**src/rtl/i2ct_pkg.sv**
```systemverilog
package i2ct_pkg;
    localparam int BYTE_W = 8;
    localparam int ADDR_W = 10;
    localparam int CNT_W  = $clog2(BYTE_W + 1);

    typedef enum logic [2:0] {
        ST_IDLE,
        ST_HEADER,
        ST_ACK_HDR,
        ST_RCV,
        ST_XMIT,
        ST_ACK_DATA,
        ST_WAIT_ACK
    } eng_state_e;

    typedef struct packed {
        eng_state_e         st;
        logic [CNT_W-1:0]   cnt;
        logic [BYTE_W-1:0]  sh;
        logic               drive;
        logic               aas;
        logic               abgc;
        logic               srw;
        logic               ten_ok;
        logic               second;
        logic               pend2;
        logic               hdr_rd;
        logic               hdr_gc;
        logic               mack;
        logic [BYTE_W-1:0]  rx;
        logic               rxv;
        logic               txr;
    } eng_regs_t;
endpackage

```
**src/rtl/i2ct_edge.sv**
```systemverilog
module i2ct_edge #(
    parameter bit IDLE_LEVEL = 1'b1
) (
    input  logic clk,
    input  logic rst_n,
    input  logic line_i,
    output logic rise_o,
    output logic fall_o
);
    logic prev_q;

    always_ff @(posedge clk or negedge rst_n) begin
        if (!rst_n) prev_q <= IDLE_LEVEL;
        else        prev_q <= line_i;
    end

    assign rise_o = line_i & ~prev_q;
    assign fall_o = ~line_i & prev_q;
endmodule

```
**src/rtl/i2ct_match.sv**
```systemverilog
module i2ct_match
    import i2ct_pkg::*;
(
    input  logic [BYTE_W-1:0] hdr_i,
    input  logic              second_i,
    input  logic [ADDR_W-1:0] own_addr_i,
    input  logic              ten_bit_i,
    input  logic              gc_en_i,
    input  logic              ten_ok_i,
    output logic              match_o,
    output logic              gc_o,
    output logic              need2_o,
    output logic              read_o
);
    localparam logic [4:0] TEN_TAG = 5'b11110;

    logic is_gc, ten_hi;

    assign is_gc  = gc_en_i && (hdr_i == '0);
    assign ten_hi = (hdr_i[7:3] == TEN_TAG) && (hdr_i[2:1] == own_addr_i[9:8]);

    always_comb begin
        match_o = 1'b0;
        gc_o    = 1'b0;
        need2_o = 1'b0;
        read_o  = 1'b0;
        if (second_i) begin
            match_o = (hdr_i == own_addr_i[7:0]);
        end else if (is_gc) begin
            match_o = 1'b1;
            gc_o    = 1'b1;
        end else if (ten_bit_i) begin
            if (ten_hi && !hdr_i[0]) begin
                match_o = 1'b1;
                need2_o = 1'b1;
            end else if (ten_hi && hdr_i[0] && ten_ok_i) begin
                match_o = 1'b1;
                read_o  = 1'b1;
            end
        end else if (hdr_i[7:1] == own_addr_i[6:0]) begin
            match_o = 1'b1;
            read_o  = hdr_i[0];
        end
    end
endmodule

```
**src/rtl/i2c_tgt_engine.sv**
```systemverilog
module i2c_tgt_engine
    import i2ct_pkg::*;
(
    input  logic              clk,
    input  logic              rst_n,
    input  logic              enable_i,
    input  logic              scl_i,
    input  logic              sda_i,
    input  logic              start_i,
    input  logic              stop_i,
    input  logic [ADDR_W-1:0] own_addr_i,
    input  logic              ten_bit_i,
    input  logic              gen_call_en_i,
    input  logic              ack_val_i,
    input  logic [BYTE_W-1:0] tx_data_i,
    output logic              sda_drive_o,
    output logic [BYTE_W-1:0] rx_data_o,
    output logic              rx_valid_o,
    output logic              tx_req_o,
    output logic              addressed_o,
    output logic              gen_call_o,
    output logic              rd_dir_o
);
    localparam logic [CNT_W-1:0] FULL = CNT_W'(BYTE_W);
    localparam logic [CNT_W-1:0] LAST = CNT_W'(BYTE_W - 1);

    eng_regs_t q, d;
    logic scl_rise, scl_fall;
    logic m_hit, m_gc, m_need2, m_read;

    i2ct_edge #(.IDLE_LEVEL(1'b1)) u_edge (
        .clk    (clk),
        .rst_n  (rst_n),
        .line_i (scl_i),
        .rise_o (scl_rise),
        .fall_o (scl_fall)
    );

    i2ct_match u_match (
        .hdr_i      (q.sh),
        .second_i   (q.second),
        .own_addr_i (own_addr_i),
        .ten_bit_i  (ten_bit_i),
        .gc_en_i    (gen_call_en_i),
        .ten_ok_i   (q.ten_ok),
        .match_o    (m_hit),
        .gc_o       (m_gc),
        .need2_o    (m_need2),
        .read_o     (m_read)
    );

    always_comb begin
        d     = q;
        d.rxv = 1'b0;
        d.txr = 1'b0;
        if (!enable_i) begin
            d.st     = ST_IDLE;
            d.drive  = 1'b0;
            d.aas    = 1'b0;
            d.abgc   = 1'b0;
            d.ten_ok = 1'b0;
        end else if (start_i) begin
            d.st     = ST_HEADER;
            d.cnt    = '0;
            d.drive  = 1'b0;
            d.aas    = 1'b0;
            d.abgc   = 1'b0;
            d.second = 1'b0;
        end else if (stop_i) begin
            d.st     = ST_IDLE;
            d.drive  = 1'b0;
            d.aas    = 1'b0;
            d.abgc   = 1'b0;
            d.ten_ok = 1'b0;
        end else begin
            unique case (q.st)
                ST_HEADER: begin
                    if (scl_rise && q.cnt != FULL) begin
                        d.sh  = {q.sh[BYTE_W-2:0], sda_i};
                        d.cnt = q.cnt + 1'b1;
                    end else if (scl_fall && q.cnt == FULL) begin
                        if (m_hit) begin
                            d.st     = ST_ACK_HDR;
                            d.drive  = 1'b1;
                            d.pend2  = m_need2;
                            d.hdr_rd = m_read;
                            d.hdr_gc = m_gc;
                        end else begin
                            d.st    = ST_IDLE;
                            d.drive = 1'b0;
                        end
                    end
                end
                ST_ACK_HDR: begin
                    if (scl_fall) begin
                        d.drive = 1'b0;
                        d.cnt   = '0;
                        if (q.pend2) begin
                            d.st     = ST_HEADER;
                            d.second = 1'b1;
                        end else begin
                            d.aas  = 1'b1;
                            d.abgc = q.hdr_gc;
                            d.srw  = q.hdr_rd;
                            if (q.second) d.ten_ok = 1'b1;
                            if (q.hdr_rd) begin
                                d.st    = ST_XMIT;
                                d.sh    = tx_data_i;
                                d.drive = ~tx_data_i[BYTE_W-1];
                                d.txr   = 1'b1;
                            end else begin
                                d.st = ST_RCV;
                            end
                        end
                    end
                end
                ST_RCV: begin
                    if (scl_rise && q.cnt != FULL) begin
                        d.sh  = {q.sh[BYTE_W-2:0], sda_i};
                        d.cnt = q.cnt + 1'b1;
                    end else if (scl_fall && q.cnt == FULL) begin
                        d.rx    = q.sh;
                        d.rxv   = 1'b1;
                        d.st    = ST_ACK_DATA;
                        d.drive = ~ack_val_i;
                    end
                end
                ST_ACK_DATA: begin
                    if (scl_fall) begin
                        d.drive = 1'b0;
                        d.cnt   = '0;
                        d.st    = ST_RCV;
                    end
                end
                ST_XMIT: begin
                    if (scl_fall) begin
                        if (q.cnt == LAST) begin
                            d.drive = 1'b0;
                            d.st    = ST_WAIT_ACK;
                        end else begin
                            d.sh    = {q.sh[BYTE_W-2:0], 1'b0};
                            d.drive = ~q.sh[BYTE_W-2];
                            d.cnt   = q.cnt + 1'b1;
                        end
                    end
                end
                ST_WAIT_ACK: begin
                    if (scl_rise) begin
                        d.mack = sda_i;
                    end else if (scl_fall) begin
                        if (!q.mack) begin
                            d.st    = ST_XMIT;
                            d.cnt   = '0;
                            d.sh    = tx_data_i;
                            d.drive = ~tx_data_i[BYTE_W-1];
                            d.txr   = 1'b1;
                        end else begin
                            d.st    = ST_IDLE;
                            d.drive = 1'b0;
                        end
                    end
                end
                default: begin
                    d.drive = 1'b0;
                end
            endcase
        end
    end

    always_ff @(posedge clk or negedge rst_n) begin
        if (!rst_n) begin
            q    <= '0;
            q.st <= ST_IDLE;
        end else begin
            q <= d;
        end
    end

    assign sda_drive_o = q.drive;
    assign rx_data_o   = q.rx;
    assign rx_valid_o  = q.rxv;
    assign tx_req_o    = q.txr;
    assign addressed_o = q.aas;
    assign gen_call_o  = q.abgc;
    assign rd_dir_o    = q.srw;
endmodule

```
**config.mk**
```make
export PLATFORM = sky130hd
export DESIGN_NAME = i2c_tgt_engine
export DESIGN_NICKNAME = d
export VERILOG_FILES = /design/src/rtl/i2ct_pkg.sv /design/src/rtl/i2ct_edge.sv /design/src/rtl/i2ct_match.sv /design/src/rtl/i2c_tgt_engine.sv
export SDC_FILE = /design/constraint.sdc
export NUM_CORES = 1
export LEC_CHECK = 0
export BUFFER_PORTS_ARGS = -buffer_cell sky130_fd_sc_hd__buf_2
export CORE_ASPECT_RATIO = 0.6
export CORE_MARGIN = 2
export CORE_UTILIZATION = 55
export DETAILED_ROUTE_END_ITERATION = 10
export GPL_TIMING_DRIVEN = 0
export PLACE_DENSITY = 0.78
export SYNTH_ARGS = -nofsm -noshare
export SYNTH_HDL_FRONTEND = slang
export SYNTH_HIERARCHICAL = 1
export SYNTH_SLANG_ARGS = --single-unit
```
**constraint.sdc**
```tcl
create_clock -name clk -period 2.9 [get_ports clk]
set_input_delay 0.145 -clock clk [delete_from_list [all_inputs] [get_ports clk]]
set_output_delay 0.145 -clock clk [all_outputs]
set_load 0.01 [all_outputs]
```
==> qor.yml <==
sta:
  setup_violations: 0
  fin_crit_ns: 2.649
  max_slew.worst_pin.slew_ns: 0.8182
  fin_hold_ws_ns: 0.1113
  relSlewSlack_pct: 45.46
  final-hold-violation-count: 0
  fin_setup_tns_ns: 0
  period_share_pct: 91.34
  fmax_mhz: 377.5
  grt_setup_unrepaired: "no"
  clock-skew-final_ns: 0.002376
  drv_slew: 0
synthesis:
  yosys_most_used_dff: "dfrtp_1"
  synth_warnings: 6
  synth_xor_area_share_pct: 5.971
  synthCells: 258
  synth_top_family_by_area: "simple AND/OR/NAND/NOR gates"
  avgSynthCellArea_um2: 9.665
  async_flop_share_pct: 100.0
  synth_seq_cells: 36
  syn_area_um2: 2494
  synth-edff-count: 0
  synth-compound-area-share_pct: 20.07
  synth.net_count: 288
  synth_mux_area_share_pct: 7.677
  ys_types: 64
  synth_fa_ha_area_share_pct: 1.004
  synth-seq-area-share_pct: 36.18
  yosys.area_share.simple_pct: 22.03
clock_tree:
  ctsRootBufferMaster: "clkbuf_8"
  cts_tree: "yes"
  cts_buffers: 5
  clock_tree.buffer_depth: 2
  h-tree-depth: 2
  clkTransAtPathRegs_ns: 0.07
  clkSinkCount: 36
  clk_latency_ns: 0.28
grt:
  grt-ovfl-total: 0
  first_global_vias: 1920
  grt_max_degree: 37
  antenna_found_initial: 0
  grt_pass1_wl_um: 10010
  globalRouteTotalUtil_pct: 24.64
flow_run:
  maxCapViolations: 0
floorplanning:
  rows: 18
  pin_count: 42
  die_h_um: 56.16
  start_util_pct: 58.89
  core_um2: 4234
  dieArea_um2: 5106
  die_x_um: 90.93
route:
  final_antenna_net_count: 0
  via_per_inst: 6.106
  routed_wl_um: 6061
  firstDrtPassIters: 5
  vias: 2241
  detail_route.wl_per_cell_um: 16.51
  drc_errors: 0
  drtIter0Drc: 200
placement:
  gp_congestion: 0.9145
  io_buffers: 39
  dp_hpwl_um: 4626
cells_and_area:
  fin_nets: 336
  post-route-util_pct: 67.94
  layout-drive-gt1-share_pct: 30.94
  antenna-diode-count: 0
  areaGrowthSynthToFinish_pct: 15.35
worst_setup_path:
  cp.arrival_ns: 2.82
  crit_path_max_fanout: 7
  end_kind: "flop"
  path_class: "reg2reg"
  start_kind: "flop"
  cp_data_required_time_ns: 3.07
hold_path:
  hold_class: "in2reg"
pwr:
  powerDensity_nw_per_um2: 365.2
  vdd.ir_drop.worst_uv: 215.6
  p_leak_nw: 1.336
  p_total_mw: 1.050
run_status:
  status: "completed"
## logic make-up (layout without fill, tap and decap cells)
family                     count (synthesis)  count (layout)
buffers and inverters                     30              79
muxes                                     17              17
adders and majority gates                  2               2
xor gates and xnor gates                  17              17
and+or+nand+nor                           88              88
AOI/OAI and AO/OA                         68              68
DFF                                       36              36
## worst paths after layout
path	to	slack (ns)	start	cells past startpoint
setup / recovery	q[13]	0.25	q[23]	7
hold / removal	q[10]	0.11	sda_i	2
setup reg to reg	q[13]	0.25	q[23]	7
hold reg to reg	rd_dir_o	0.48	rd_dir_o	2
max in group asynchronous	q[20]	1.88	rst_n	2
min in group asynchronous	addressed_o	0.50	rst_n	2
## worst max-delay path, cell delays in order (launching register included)
cell and delay [ns]:
dfrtp_1 0.47, nand4b_1 0.25, nor4_2 0.39, o21ai_1 0.12, a32oi_1 0.41, inv_1 0.10
nor4_2 0.42, mux2_2 0.38
## final cells by class
type	count	area [µm²]
multi-input cells	192	1415
fillers	370	1358
flip-flops and latches	36	902.1
repair buffers	41	215.2
plain buffers	19	135.1
clock buffers	6	82.58
well taps	60	75.07
inverters	11	41.29
clock inverters	2	10.01
## per-stage QoR
| step | setup WS, ns | cell area [µm²] | cells |
|---|---|---|---|
| after floorplan | 0.6791 | 2494 | 258 |
| after global placement | 0.2898 | 2764 | 357 |
| after detailed placement | 0.3048 | 2764 | 357 |
| after CTS | 0.2732 | 2877 | 367 |
| after global routing | 0.02301 | 2877 | 367 |
| final | 0.2511 | 2877 | 367 |
## timing repair
item	CTS	global route
buffers inserted	0	0
gates resized for setup	0	0
endpoints found under the hold margin	36	0
hold buffers	2	0
## per-layer routing
metal	wire [µm]	part of all wire (%)	track usage, %
met1	2987	49	39.68
met2	2566	42	33.86
met3	483	8.0	5.149
met4	24	0.40	3.896
met5	0	0	0
## power by group
group / leakage (nW) / total [mW] / internal [mW] / switching (mW)
Clock: 0.0510 / 0.367 / 0.190 / 0.177
Combinational: 0.788 / 0.165 / 0.0663 / 0.0988
Sequential: 0.498 / 0.519 / 0.508 / 0.0103
Total: 1.34 / 1.05 / 0.764 / 0.286
## Yosys cell counts, types with 2 or more instances
library cell / number / area share, %
nand3_1: 4 / 0.80
ha_1: 2 / 1.0
nand2_1: 25 / 3.8
inv_1: 10 / 1.5
nand4_1: 2 / 0.50
nor4b_2: 2 / 1.2
a21oi_1: 12 / 2.4
o22a_1: 3 / 1.1
xor2_1: 17 / 6.0
o31ai_1: 2 / 0.60
o2bb2ai_1: 7 / 2.5
dfrtp_1: 35 / 35
and2_1: 2 / 0.50
buf_2: 3 / 0.60
nor4_2: 2 / 1.0
buf_4: 12 / 3.6
nor2_1: 11 / 1.7
buf_6: 2 / 0.90
a22oi_1: 7 / 2.1
o2111ai_1: 2 / 0.70
clkbuf_1: 2 / 0.30
nor4_1: 5 / 1.3
nor3b_2: 2 / 1.0
nor2b_1: 6 / 1.5
o32ai_1: 2 / 0.70
mux2i_1: 3 / 1.2
o21ai_0: 12 / 2.4
mux2_2: 12 / 5.4
nand3b_1: 5 / 1.5
nand2b_1: 3 / 0.75
a211oi_1: 4 / 1.2
nor3_1: 4 / 0.80
o21bai_1: 2 / 0.60
nor3b_1: 2 / 0.60
o211ai_1: 2 / 0.60
nand4b_1: 2 / 0.70
## cell usage in the layout (no fill, tap or decap), types with 3 or more instances in the layout
cell type  count
a211oi_1       4
a21oi_1       12
a22oi_1        7
buf_2         42
buf_4         12
clkbuf_8       6
dfrtp_1       35
inv_1         10
mux2_2        12
mux2i_1        3
nand2_1       25
nand2b_1       3
nand3_1        4
nand3b_1       5
nor2_1        11
nor2b_1        6
nor3_1         4
nor4_1         5
o21ai_0       12
o22a_1         3
o2bb2ai_1      7
xor2_1        17
## registers in the layout, summed over array words and instances (netlist names)
register / cells
q: 21
u_edge/prev_q: 1
addressed_o: 1
tx_req_o: 1
rd_dir_o: 1
gen_call_o: 1
rx_valid_o: 1
rx_data_o: 8
sda_drive_o: 1
No activity file was read; power rests on OpenSTA's default activity.
